[src/rtl/pcd_pkg.sv]
package pcd_pkg;
  localparam int unsigned DEF_PINS = 4;
  localparam int unsigned DEF_DIV  = 96;

  typedef struct packed {
    logic level;
    logic chg;
  } filt_out_t;
endpackage

[src/rtl/pcd_sync.sv]
module pcd_sync #(
  parameter int unsigned WIDTH  = 4,
  parameter int unsigned STAGES = 2
) (
  input  logic             clk_i,
  input  logic             rst_ni,
  input  logic [WIDTH-1:0] d_i,
  output logic [WIDTH-1:0] q_o
);
  logic [WIDTH-1:0] stg_q [STAGES];

  always_ff @(posedge clk_i or negedge rst_ni) begin
    if (!rst_ni) begin
      for (int s = 0; s < STAGES; s++) stg_q[s] <= '0;
    end else begin
      stg_q[0] <= d_i;
      for (int s = 1; s < STAGES; s++) stg_q[s] <= stg_q[s-1];
    end
  end

  assign q_o = stg_q[STAGES-1];
endmodule

[src/rtl/pcd_tick.sv]
module pcd_tick #(
  parameter int unsigned DIV = 96
) (
  input  logic clk_i,
  input  logic rst_ni,
  output logic tick_o
);
  localparam int unsigned CW = (DIV > 1) ? $clog2(DIV) : 1;
  localparam logic [CW-1:0] LAST = CW'(DIV - 1);

  logic [CW-1:0] cnt_q;

  always_ff @(posedge clk_i or negedge rst_ni) begin
    if (!rst_ni)             cnt_q <= '0;
    else if (cnt_q == LAST)  cnt_q <= '0;
    else                     cnt_q <= cnt_q + 1'b1;
  end

  assign tick_o = (cnt_q == LAST);

  AST_TICK_SPACED: assert property (@(posedge clk_i) disable iff (!rst_ni)
    tick_o |=> !tick_o);
endmodule

[src/rtl/pcd_filter.sv]
module pcd_filter
  import pcd_pkg::*;
(
  input  logic      clk_i,
  input  logic      rst_ni,
  input  logic      tick_i,
  input  logic      pin_i,
  output filt_out_t out_o
);
  logic level_q, cand_q;
  logic differs;

  assign differs   = (pin_i != level_q);
  assign out_o.chg = tick_i & differs & cand_q;
  assign out_o.level = level_q;

  always_ff @(posedge clk_i or negedge rst_ni) begin
    if (!rst_ni) begin
      level_q <= 1'b0;
      cand_q  <= 1'b0;
    end else if (tick_i) begin
      if (differs && cand_q) begin
        level_q <= pin_i;
        cand_q  <= 1'b0;
      end else begin
        cand_q  <= differs;
      end
    end
  end

  AST_LEVEL_ON_TICK: assert property (@(posedge clk_i) disable iff (!rst_ni)
    !tick_i |=> $stable(level_q));
  AST_CONFIRM_TWO: assert property (@(posedge clk_i) disable iff (!rst_ni)
    (tick_i && !cand_q) |=> $stable(level_q));
endmodule

[src/rtl/pin_change_detect.sv]
module pin_change_detect
  import pcd_pkg::*;
#(
  parameter int unsigned N_PINS   = DEF_PINS,
  parameter int unsigned TICK_DIV = DEF_DIV
) (
  input  logic                  clk_i,
  input  logic                  rst_ni,
  input  logic [N_PINS-1:0]     pins_i,
  input  logic                  rd_stat_i,
  output logic [2*N_PINS-1:0]   stat_o,
  input  logic                  mask_we_i,
  input  logic [N_PINS-1:0]     mask_wdata_i,
  output logic                  irq_o
);
  logic [N_PINS-1:0] pin_s, level, chg;
  logic [N_PINS-1:0] flag_q, mask_q;
  logic              tick;

  pcd_sync #(.WIDTH(N_PINS), .STAGES(2)) u_sync (
    .clk_i, .rst_ni, .d_i(pins_i), .q_o(pin_s)
  );

  pcd_tick #(.DIV(TICK_DIV)) u_tick (
    .clk_i, .rst_ni, .tick_o(tick)
  );

  for (genvar i = 0; i < N_PINS; i++) begin : g_pin
    filt_out_t fo;
    pcd_filter u_filt (
      .clk_i, .rst_ni, .tick_i(tick), .pin_i(pin_s[i]), .out_o(fo)
    );
    assign level[i] = fo.level;
    assign chg[i]   = fo.chg;
  end

  // new confirmations win over a clearing read
  always_ff @(posedge clk_i or negedge rst_ni) begin
    if (!rst_ni)        flag_q <= '0;
    else if (rd_stat_i) flag_q <= chg;
    else                flag_q <= flag_q | chg;
  end

  always_ff @(posedge clk_i or negedge rst_ni) begin
    if (!rst_ni)        mask_q <= '0;
    else if (mask_we_i) mask_q <= mask_wdata_i;
  end

  assign stat_o = {flag_q, level};
  assign irq_o  = |(flag_q & mask_q);

  AST_FLAG_STICKY: assert property (@(posedge clk_i) disable iff (!rst_ni)
    !rd_stat_i |=> ((flag_q & $past(flag_q)) == $past(flag_q)));
  AST_READ_CLEAR: assert property (@(posedge clk_i) disable iff (!rst_ni)
    (rd_stat_i && chg == '0) |=> (flag_q == '0));
  AST_NO_LOST_EVENT: assert property (@(posedge clk_i) disable iff (!rst_ni)
    (rd_stat_i && chg != '0) |=> ((flag_q & $past(chg)) == $past(chg)));
  AST_IRQ_MASKED: assert property (@(posedge clk_i) disable iff (!rst_ni)
    (mask_q == '0) |-> !irq_o);
  AST_READ_KEEPS_LEVEL: assert property (@(posedge clk_i) disable iff (!rst_ni)
    (rd_stat_i && chg == '0) |=> $stable(level));
endmodule

[config.mk]
export PLATFORM = sky130hd
export DESIGN_NAME = pin_change_detect
export DESIGN_NICKNAME = d
export VERILOG_FILES = /design/src/rtl/pcd_pkg.sv /design/src/rtl/pcd_sync.sv /design/src/rtl/pcd_tick.sv /design/src/rtl/pcd_filter.sv /design/src/rtl/pin_change_detect.sv
export SDC_FILE = /design/constraint.sdc
export NUM_CORES = 1
export LEC_CHECK = 0
export ABC_AREA = 1
export BUFFER_PORTS_ARGS = -buffer_cell sky130_fd_sc_hd__buf_2
export CORE_MARGIN = 10
export CORE_UTILIZATION = 45
export CTS_BUF_LIST = sky130_fd_sc_hd__clkbuf_2 sky130_fd_sc_hd__clkbuf_4 sky130_fd_sc_hd__clkbuf_8
export CTS_CLUSTER_DIAMETER = 60
export DETAILED_ROUTE_END_ITERATION = 8
export PLACE_DENSITY = 0.64
export SETUP_SLACK_MARGIN = 0.3
export SYNTH_ARGS = -nofsm -noshare
export SYNTH_HDL_FRONTEND = slang
export SYNTH_SLANG_ARGS = --single-unit
[constraint.sdc]
create_clock -name clk_i -period 3.3 [get_ports clk_i]
set_input_delay 0.165 -clock clk_i [delete_from_list [all_inputs] [get_ports clk_i]]
set_output_delay 0.165 -clock clk_i [all_outputs]
set_load 0.05 [all_outputs]
==> results of run 1 <==
state kept, by name (all words and copies together) (netlist names):
register	cells
flag_q	4
g_pin.u_filt.cand_q	4
g_pin.u_filt.level_q	4
mask_q	4
u_sync.q_o	4
u_sync.stg_q	4
u_tick.cnt_q	7
tightest hold or removal path: stages:
cell and delay [ps]:
buf_2 70, nand2_1 40, o21ai_0 60
per-layer routing:
metal | GRT usage, % | vias to the layer above
met5 | 0 | -
met4 | 6.21 | 0
met3 | 4.44 | 7
met2 | 16.0 | 20
met1 | 9.26 | 415
li1 | - | 475
path summary, 6_finish.rpt:
path | from | to | slack (ps) | depth (start not counted)
worst max-delay path | u_tick.cnt_q[0] | g_pin[3].u_filt.level_q | 1540 | 6
worst min-delay path | mask_wdata_i[1] | mask_q[1] | 50 | 3
worst max register to register | u_tick.cnt_q[0] | g_pin[3].u_filt.level_q | 1540 | 6
worst min register to register | u_sync.stg_q[6] | u_sync.q_o[2] | 350 | 0
max in group asynchronous | rst_ni | u_tick.cnt_q[0] | 2480 | 2
min in group asynchronous | rst_ni | g_pin[3].u_filt.level_q | 390 | 2
placed cells by master, fill, tap and decap left out:
master          n
nand2_1        36
dfrtp_1        31
inv_1          23
buf_2          20
nor2_1         14
o21ai_0        10
nand3_1         7
clkbuf_4        7
dlygate4sd3_1   5
xor2_1          3
mux2_2          3
a21oi_1         1
nand3_2         1
nor2_2          1
o2111ai_1       1
nand4_1         1
ha_1            1
clkinv_2        1
stage by stage:
step           power (mW)  hold WS (ps)  area [um2]  cells  util (%)
3_5_place_dp        0.427           244        1380    184      50.1
5_1_grt             0.675          53.2        1490    197      54.0
2_1_floorplan       0.409          -131        1290    139         -
3_3_place_gp        0.425           240        1380    184      50.1
6_report            0.644          54.3        1490    197      54.0
4_1_cts             0.657          44.0        1490    197      54.0
cell usage after synthesis, drive strengths merged:
cell / n
dfrtp: 31
xor2: 3
o21ai: 10
nand3: 8
mux2: 3
nor2: 15
ha: 1
nand4: 1
o2111ai: 1
nand2: 36
a21oi: 1
buf: 6
inv: 23
cell families (layout without fill, tap and decap cells):
group	count (synthesis)	count (layout)	synth area share, %
mux	3	3	2.62
flops	31	31	60.2
fa+ha+maj	1	1	0.971
simple gates	60	60	19.0
xor+xnor	3	3	2.04
buf+inv	29	56	10.2
compound gates	12	12	4.95
power groups by stage:
stage / registers, mW / clock network, mW / logic (mW)
floorplan: 0.400 / 0 / 0.00924
global placement: 0.401 / 0 / 0.0245
detailed placement: 0.401 / 0 / 0.0257
CTS: 0.394 / 0.233 / 0.0300
global route: 0.395 / 0.247 / 0.0335
finish: 0.394 / 0.222 / 0.0288
final cells by class:
cell class,count,area [um2],area share [%]
flip-flops and latches,31,776,52.1
multi-input cells,79,382,25.6
repair buffers,25,150,10.1
inverters,23,86.3,5.79
clock buffers,7,52.6,3.53
well taps,31,38.8,2.60
clock inverters,1,5.00,0.336
repair_timing:
action | 4_1_cts | 5_1_grt
hold buffers | 5 | 0
endpoints found under the hold margin | 35 | 0
resized for setup | 0 | 0
==> summary.txt, run 1 <==
Worst setup path
  • Critical-path maximum fanout: 20
  • Buffer and inverter count on the worst path: 0
  • CP endpoint kind: flip-flop
  • Worst path most repeated cell: nand2_1
  • Worst EP arrival: 1980 ps
  • CP delay by family, top: simple AND/OR/NAND/NOR gates
  • CP startpoint kind: flip-flop
  • WS Path Type: reg2reg
  • Critical Path RT: 3520 ps
  • Critical-path cell list: ha_1 -> nand3_2 -> nor2_2 -> nand2_1 -> nand2_1 -> nand2_1
  • Slowest Stage Delay on Critical Path: 580 ps
  • Critical Path Slowest Stage Cell: nor2_2

Global routing
  • Total track usage: 9.58%
  • First-pass GRT wire length: 4020 um
  • Initial antenna violation count: 0
  • Vias in the first global route: 985
  • GRT overflow: 0
  • Largest net degree at the start of global routing: 32

Clock tree
  • CTS root buffer: clkbuf_4
  • Htree depth: 2
  • Total setup buffers inserted after CTS: 0
  • CTS tree: yes
  • # clock sinks: 31
  • CTS Buf Count: 5
  • Clock transition at path regs: 90 ps
  • Later-pin clock latency in the skew report: 320 ps
  • CTS Buffer Depth: 2

STA
  • Slew margin rel.: 53.7%
  • Fin crit period: 1760 ps
  • FMAX: 569 MHz
  • Worst Skew: 6.16 ps
  • Setup TNS: 0 ps
  • RSZ-0062 raised after global routing: false
  • Final Cycle Share: 53.2%
  • Tightest Pin Transition: 693 ps
  • Post-route setup slack: 1540 ps
  • Fin. max-slew vios: 0
  • Setup violations, final: 0
  • Final hold vios: 0

Drt
  • Met2 wire len: 1030 um
  • Top Metal Used: met4
  • Antenna-violating nets left: 0
  • Initial DRC count: 24
  • Total Wirelength: 2250 um
  • First-pass DRT Iterations: 4
  • WL met3: 185 um
  • Total number of vias: 917
  • Met1 WL: 975 um
  • Residual DRC count: 0
  • Drt wl/cell: 11.4 um
  • Via-to-Cell Ratio: 4.65

Job
  • Max-Cap Viols: 0

Power and ir drop
  • Pwr dens: 432 mW/mm2
  • Internal: 0.503 mW
  • NetSw: 0.142 mW
  • Seq pwr share: 61.1%
  • Clock share of power: 34.5%
  • Worst VDD drop: 0.000293 V
  • Comb pwr share: 4.5%
  • Leak: 0.774 nW
  • Switching Fraction: 22.0%

Die
  • Die span in x: 73.5 um
  • Initial Util: 46.7%
  • Core area: 0.00276 mm2
  • Rows: 19
  • Die Span Y: 73.5 um
  • I/O pin count: 21
  • Die ar.: 0.00540 mm2

Synthesis
  • Synth area leaders: dfrtp_1 (60%), nand2_1 (10%), inv_1 (6.7%)
  • Synth top area share: 60.2%
  • Post-Syn Area: 0.00129 mm2
  • Register bit total from synthesis: 31
  • Post-Syn Instances: 139
  • Distinct cells, synth: 15
  • Synth area leader: dfrtp_1
  • Syn Nets: 152
  • YS warnings: 0
  • Syn_area_per_cell: 9.27 um2
  • Sequential share of the synthesized area: 60.2%

Placed design
  • Port-buffer cells: 20
  • DP Worst Slack: 1560 ps
  • Final Wtd Congestion: 0.779
  • Final HPWL DP: 1660 um

Status
  • Status: completed

Layout
  • # diodes: 0
  • Nets: 178
  • Layout cells sized above 1: 19.9%
  • Area growth, synth to finish: 15.6%
  • Number of fill cells: 262

Hold path
  • Hold/Removal Path Class: in2reg
No activity file was read; power rests on OpenSTA's default activity.
==> run 2: changes to the inputs <==
--- a/config.mk
+++ b/config.mk
@@ -12,7 +12,7 @@
 export CTS_BUF_LIST = sky130_fd_sc_hd__clkbuf_2 sky130_fd_sc_hd__clkbuf_4 sky130_fd_sc_hd__clkbuf_8
 export CTS_CLUSTER_DIAMETER = 60
 export DETAILED_ROUTE_END_ITERATION = 8
-export PLACE_DENSITY = 0.64
+export PLACE_DENSITY = 0.66
 export SETUP_SLACK_MARGIN = 0.3
 export SYNTH_ARGS = -nofsm -noshare
 export SYNTH_HDL_FRONTEND = slang
==> constraint.sdc (replaced) <==
create_clock -name clk_i -period 1.55 [get_ports clk_i]
set_input_delay 0.0775 -clock clk_i [delete_from_list [all_inputs] [get_ports clk_i]]
set_output_delay 0.0775 -clock clk_i [all_outputs]
set_load 0.05 [all_outputs]
==> run 2 against run 1 <==
Register-to-register slack worse by 1200 ps. Clock power up 110%. Global-route usage up 0.49 points. Power grew 120%. Combinational power increased to 2.6 times the previous value. Flip-flop and latch count is the same. Clock skew is 6.6 ps higher. Worst hold slack worse by 35 ps. Utilization grew 6.3 points. Count of clock-buffer cells in the layout fell by 1. Routed wire length increased by 10%. Non-clock buffer count is 11 higher. Critical path type unchanged.
==> summary.txt, run 2 (synthesis results as in run 1) <==
Global routing
  • First-pass GRT wire length: 4230 um
  • Largest net degree at the start of global routing: 32
  • GRT overflow: 0
  • Initial antenna violation count: 0
  • Total track usage: 10.1%
  • Vias in the first global route: 966

STA
  • Setup violations, final: 0
  • Fin Hold WS: 19.7 ps
  • RSZ-0062 raised after global routing: true
  • Tightest Pin Transition: 667 ps
  • Fin crit period: 1220 ps
  • Worst Skew: 12.8 ps
  • Final hold vios: 0
  • Final Cycle Share: 78.9%
  • Fin. max-slew vios: 0
  • FMAX: 818 MHz
  • Setup TNS: 0 ps
  • Slew margin rel.: 55.5%
  • Post-route setup slack: 328 ps

Clock tree
  • CTS Buffer Depth: 2
  • CTS root buffer: clkbuf_4
  • CTS tree: yes
  • Later-pin clock latency in the skew report: 330 ps
  • Clock transition at path regs: 90 ps
  • # clock sinks: 31
  • CTS Buf Count: 5
  • Htree depth: 2

Layout
  • Commonest non-fill, non-tap cell in the layout: dfrtp_1
  • Max reg flops: 7
  • Layout cells sized above 1: 28.4%
  • Fin cells: 207
  • Area growth, synth to finish: 29.1%
  • Most frequent cells in the layout: dfrtp_1 (30), nand2_1 (29), inv_1 (22)
  • # diodes: 0
  • Nets: 189
  • Largest Register: u_tick.cnt_q

Worst setup path
  • Critical-path cell list: ha_4 -> nand3_4 -> nor2_4 -> buf_4 -> inv_1 -> nand2_1 -> nor2_1
  • Slowest Stage Delay on Critical Path: 420 ps
  • Critical-path maximum fanout: 5
  • Critical Path Slowest Stage Cell: dfrtp_1
  • CP startpoint kind: flip-flop
  • Worst EP arrival: 1440 ps
  • WS Path Type: reg2reg
  • Critical Path RT: 1760 ps
  • CP endpoint kind: flip-flop

Drt
  • Total number of vias: 983
  • Via-to-Cell Ratio: 4.75
  • Antenna-violating nets left: 0
  • Initial DRC count: 51
  • First-pass DRT Iterations: 4
  • Drt wl/cell: 12.0 um
  • Residual DRC count: 0
  • Total Wirelength: 2480 um

Placed design
  • Final Wtd Congestion: 0.755
  • Post-Place Cells: 185
  • Port-buffer cells: 20
  • DP Worst Slack: 155 ps
  • Final HPWL DP: 1630 um

Power and ir drop
  • Switching Fraction: 22.3%
  • Leak: 0.854 nW
  • Comb pwr share: 5.3%
  • Clock share of power: 34.1%
  • Internal: 1.08 mW
  • Pwr Total: 1.39 mW
  • Worst VDD drop: 0.000805 V
  • Pwr dens: 833 mW/mm2
  • Seq pwr share: 60.6%
  • NetSw: 0.309 mW

Die
  • Core area: 0.00276 mm2
  • I/O pin count: 21
  • Die ar.: 0.00540 mm2
  • Rows: 19
  • Initial Util: 46.7%
  • Die span in x: 73.5 um
  • Die Span Y: 73.5 um

Hold path
  • Hold/Removal Path Class: in2reg

Status
  • Status: completed

Job
  • Max-Cap Viols: 0
## run 2: cell count changes in the layout (fill, tap and decap cells not counted), moves of 2 or more
| cell | delta |
|---|---|
| buf_4 | +5 |
| buf_6 | +2 |
| clkbuf_4 | -2 |
| dlygate4sd3_1 | +5 |
| nand2_1 | -7 |
| nand2_2 | +6 |
| o21ai_0 | -2 |
## run 2: final timing paths
kind	start	to	slack, ps	cells after the start
max reg2reg	u_tick.cnt_q[1]	u_tick.cnt_q[5]	330	7
max in group asynchronous	rst_ni	flag_q[1]	770	2
min reg2reg	u_sync.stg_q[7]	u_sync.q_o[3]	360	0
min	mask_we_i	mask_q[1]	20	2
max	u_tick.cnt_q[1]	u_tick.cnt_q[5]	330	7
min in group asynchronous	rst_ni	g_pin[2].u_filt.level_q	310	2
## run 2: power groups by stage
stage,clock (mW),sequential [mW],combinational (mW)
5_1_grt,0.524,0.844,0.0851
2_1_floorplan,0,0.852,0.0209
3_3_place_gp,0,0.854,0.0534
3_5_place_dp,0,0.855,0.0553
4_1_cts,0.489,0.839,0.0748
6_report,0.472,0.840,0.0736
## run 2: final cells by class
type,instances,area [um2]
fill,230,1090
sequential,31,777
timing repair buffer,36,255
clock inverter,1,5.00
tap,31,38.8
inverter,23,86.3
multi-input combinational,79,450
clock buffer,6,51.3
## run 2: routing by layer
metal | vias to the layer above | wire, um | global-route usage (%)
li1 | 495 | - | -
met1 | 455 | 1100 | 11.7
met2 | 25 | 1170 | 15.8
met3 | 8 | 142 | 3.50
met4 | 0 | 63 | 5.59
met5 | - | 0 | 0
## run 2: critical path, delay by kind of cell (launching register included)
| family | cells | cell delay, ps |
|---|---|---|
| and+or+nand+nor | 4 | 300 |
| DFF | 1 | 420 |
| adders and majority gates | 1 | 180 |
| buffers and inverters | 2 | 210 |
## run 2: what timing repair did
item / 4_1_cts / 5_1_grt
setup buffers: 1 / 2
pin swaps: 0 / 4
hold endpoints to repair: 42 / 0
gates resized for setup: 6 / 16
hold buffers: 10 / 0
gates cloned: 1 / 1
endpoints found under the setup margin: 17 / 17
## run 2: metrics by stage
stage | instance area [um2] | utilization, %
after global placement | 1410 | 51.1
after detailed placement | 1410 | 51.1
after global routing | 1660 | 60.3
after floorplan | 1310 | -
after CTS | 1600 | 58.0
final | 1660 | 60.3
==> run 3: changes to the inputs <==
--- a/config.mk
+++ b/config.mk
@@ -5,14 +5,14 @@
 export SDC_FILE = /design/constraint.sdc
 export NUM_CORES = 1
 export LEC_CHECK = 0
-export ABC_AREA = 1
+export ABC_AREA = 0
 export BUFFER_PORTS_ARGS = -buffer_cell sky130_fd_sc_hd__buf_2
 export CORE_MARGIN = 10
 export CORE_UTILIZATION = 45
 export CTS_BUF_LIST = sky130_fd_sc_hd__clkbuf_2 sky130_fd_sc_hd__clkbuf_4 sky130_fd_sc_hd__clkbuf_8
 export CTS_CLUSTER_DIAMETER = 60
 export DETAILED_ROUTE_END_ITERATION = 8
-export PLACE_DENSITY = 0.66
+export PLACE_DENSITY = 0.64
 export SETUP_SLACK_MARGIN = 0.3
 export SYNTH_ARGS = -nofsm -noshare
 export SYNTH_HDL_FRONTEND = slang
==> constraint.sdc (replaced) <==
create_clock -name clk_i -period 1.2 [get_ports clk_i]
set_input_delay 0.06 -clock clk_i [delete_from_list [all_inputs] [get_ports clk_i]]
set_output_delay 0.06 -clock clk_i [all_outputs]
set_load 0.05 [all_outputs]
==> run 3 against run 2 <==
The run now ends with negative setup slack left. Register-to-register slack lost 490 ps. Area after synthesis is 5.0% lower. Cell area rose by 8.3%. Maximum frequency is 10% lower.
==> summary.txt, run 3 <==
STA
  • Fin crit period: 1360 ps
  • Setup TNS: -2050 ps
  • Slew margin rel.: 79.2%
  • FMAX: 734 MHz
  • Fin Hold WS: 31.6 ps
  • Worst Skew: 14.5 ps
  • RSZ-0062 raised after global routing: true
  • Final hold vios: 0
  • Final Cycle Share: 114%
  • Post-route setup slack: -163 ps
  • Setup violations, final: 17
  • Tightest Pin Transition: 311 ps
  • Fin. max-slew vios: 0

Global routing
  • Vias in the first global route: 921
  • Total track usage: 10.4%
  • Initial antenna violation count: 0
  • GRT overflow: 0
  • Largest net degree at the start of global routing: 20
  • First-pass GRT wire length: 4220 um

Layout
  • Area growth, synth to finish: 47.2%
  • Core Util, Final: 70.8%
  • Nets: 151
  • Final Cell Area: 0.00180 mm2
  • Commonest non-fill, non-tap cell in the layout: dfrtp_1
  • Fin cells: 168
  • Max reg flops: 7
  • Largest Register: u_tick.cnt_q
  • # diodes: 0
  • Most frequent cells in the layout: dfrtp_1 (26), buf_2 (11), buf_6 (10)
  • Layout cells sized above 1: 50.7%

Synthesis
  • Number of synthesized flops with an enable pin: 0
  • Compound-gate portion of the synthesized area: 5.31%
  • YS warnings: 0
  • Syn_area_per_cell: 13.5 um2
  • Commonest cells post-synth: dfrtp_1 (31), mux2_2 (8), nand2_1 (7), xor2_1 (6)
  • Synth area leader: dfrtp_1
  • Largest family of logic cells by synthesized area: multiplexers
  • Distinct cells, synth: 22
  • Adder-cell share of the synthesized area: 1.02%
  • Share of synthesized registers carrying an async set or reset: 100%
  • Synth top area share: 63.3%
  • Post-synthesis xor/xnor area fraction: 5.01%
  • Simple logic cell fraction of the synthesized area: 10.1%
  • Synth area leaders: dfrtp_1 (63%), mux2_2 (7.4%), xor2_1 (4.3%)
  • Sequential share of the synthesized area: 63.3%
  • Syn Nets: 104
  • Prevailing post-synth register cell: dfrtp_1
  • Post-Syn Instances: 91
  • Mux share of post-synthesis cell area: 10.6%
  • Count leader, synth: dfrtp_1
  • Register bit total from synthesis: 31
  • Post-Syn Area: 0.00122 mm2

Clock tree
  • CTS tree: yes
  • CTS Buf Count: 5
  • Clock transition at path regs: 100 ps
  • CTS root buffer: clkbuf_4
  • # clock sinks: 31
  • Htree depth: 2
  • Later-pin clock latency in the skew report: 330 ps
  • CTS Buffer Depth: 2

Drt
  • Antenna-violating nets left: 0
  • Drt wl/cell: 14.7 um
  • Via-to-Cell Ratio: 5.05
  • Initial DRC count: 9
  • Total Wirelength: 2470 um
  • First-pass DRT Iterations: 4
  • Total number of vias: 848
  • Residual DRC count: 0

Placed design
  • Port-buffer cells: 20
  • Post-Place Cells: 146
  • DP Area: 0.00148 mm2
  • DP Worst Slack: -153 ps
  • Final HPWL DP: 1810 um
  • Final Wtd Congestion: 0.705

Power and ir drop
  • Pwr Total: 1.76 mW
  • Worst VDD drop: 0.000905 V
  • Pwr dens: 975 mW/mm2
  • Leak: 0.845 nW

Worst setup path
  • CP endpoint kind: flip-flop
  • CP startpoint kind: flip-flop
  • Worst EP arrival: 1620 ps
  • Critical-path maximum fanout: 6
  • WS Path Type: reg2reg
  • Critical Path RT: 1460 ps

Die
  • Rows: 18
  • Die ar.: 0.00521 mm2
  • Initial Util: 48.1%
  • Core area: 0.00254 mm2
  • Die Span Y: 72.2 um
  • I/O pin count: 21
  • Die span in x: 72.2 um

Status
  • Status: finished, violations left
  • Failing checks: negative setup slack

Job
  • Max-Cap Viols: 0

Hold path
  • Hold/Removal Path Class: in2reg
run 3: cell types whose count changed in the layout (fill, tap and decap cells not counted), sizes merged, moves of 2 or more:
| cell | delta |
|---|---|
| buf | +10 |
| o21ai | -8 |
| nand3 | -5 |
| a32o | +4 |
| mux2i | +4 |
| nand2 | -28 |
| nor4 | +4 |
| mux2 | +5 |
| inv | -18 |
| a22oi | +2 |
| xor2 | +3 |
| nor2 | -13 |
run 3: critical path, stage by stage, from the launching register on:
cell and delay [ps]:
dfrtp_1 420, ha_4 190, nand3_4 140, or4b_4 480
nand2_2 70
run 3: what timing repair did:
item                                   in CTS  in global routing
resized for setup                          34                  4
hold buffers                                9                  0
pin swaps                                   7                  6
buffers inserted                            4                  2
gates cloned                                0                  0
setup endpoints to repair                  28                 28
endpoints found under the hold margin      39                  0
run 3: cell families (layout without fill, tap and decap cells):
kind of cell,after synthesis,count (layout)
XOR/XNOR,7,7
buffers and inverters,10,57
AND/OR/NAND/NOR,22,22
multiplexers,12,12
flip-flops,31,31
AO/OA/AOI/OAI,8,8
adder cells (fa/ha/maj),1,1
run 3: worst paths after layout:
kind | cells after the start | endpoint | startpoint | slack, ps
min in group asynchronous | 2 | g_pin[1].u_filt.cand_q | rst_ni | 140
setup / recovery | 4 | u_tick.cnt_q[5] | u_tick.cnt_q[0] | -160
setup reg to reg | 4 | u_tick.cnt_q[5] | u_tick.cnt_q[0] | -160
hold reg to reg | 0 | u_sync.q_o[2] | u_sync.stg_q[6] | 350
max in group asynchronous | 3 | g_pin[2].u_filt.level_q | rst_ni | 650
hold / removal | 2 | mask_q[2] | mask_we_i | 30
run 3: routing by layer:
layer  global-route usage [%]  share of wire [%]  up-vias
met5                        0                  0        -
met4                     2.58               0.85        0
met3                     6.53                8.0        2
met2                     17.3                 51       21
met1                     10.7                 40      416
li1                         -                  -      409
run 3: power breakdown:
group          total [mW]  internal, mW  switching [mW]
Sequential           1.09          1.07          0.0157
Clock               0.577         0.266           0.311
Combinational      0.0948        0.0547          0.0400
Total                1.76          1.39           0.367
run 3: cell type report:
class	instances	area, um2
Timing Repair Buffer	45	420
Inverter	5	18.8
Sequential cell	31	782
Tap cell	30	37.5
Fill cell	166	742
Clock buffer	7	52.6
Multi-Input combinational cell	50	492
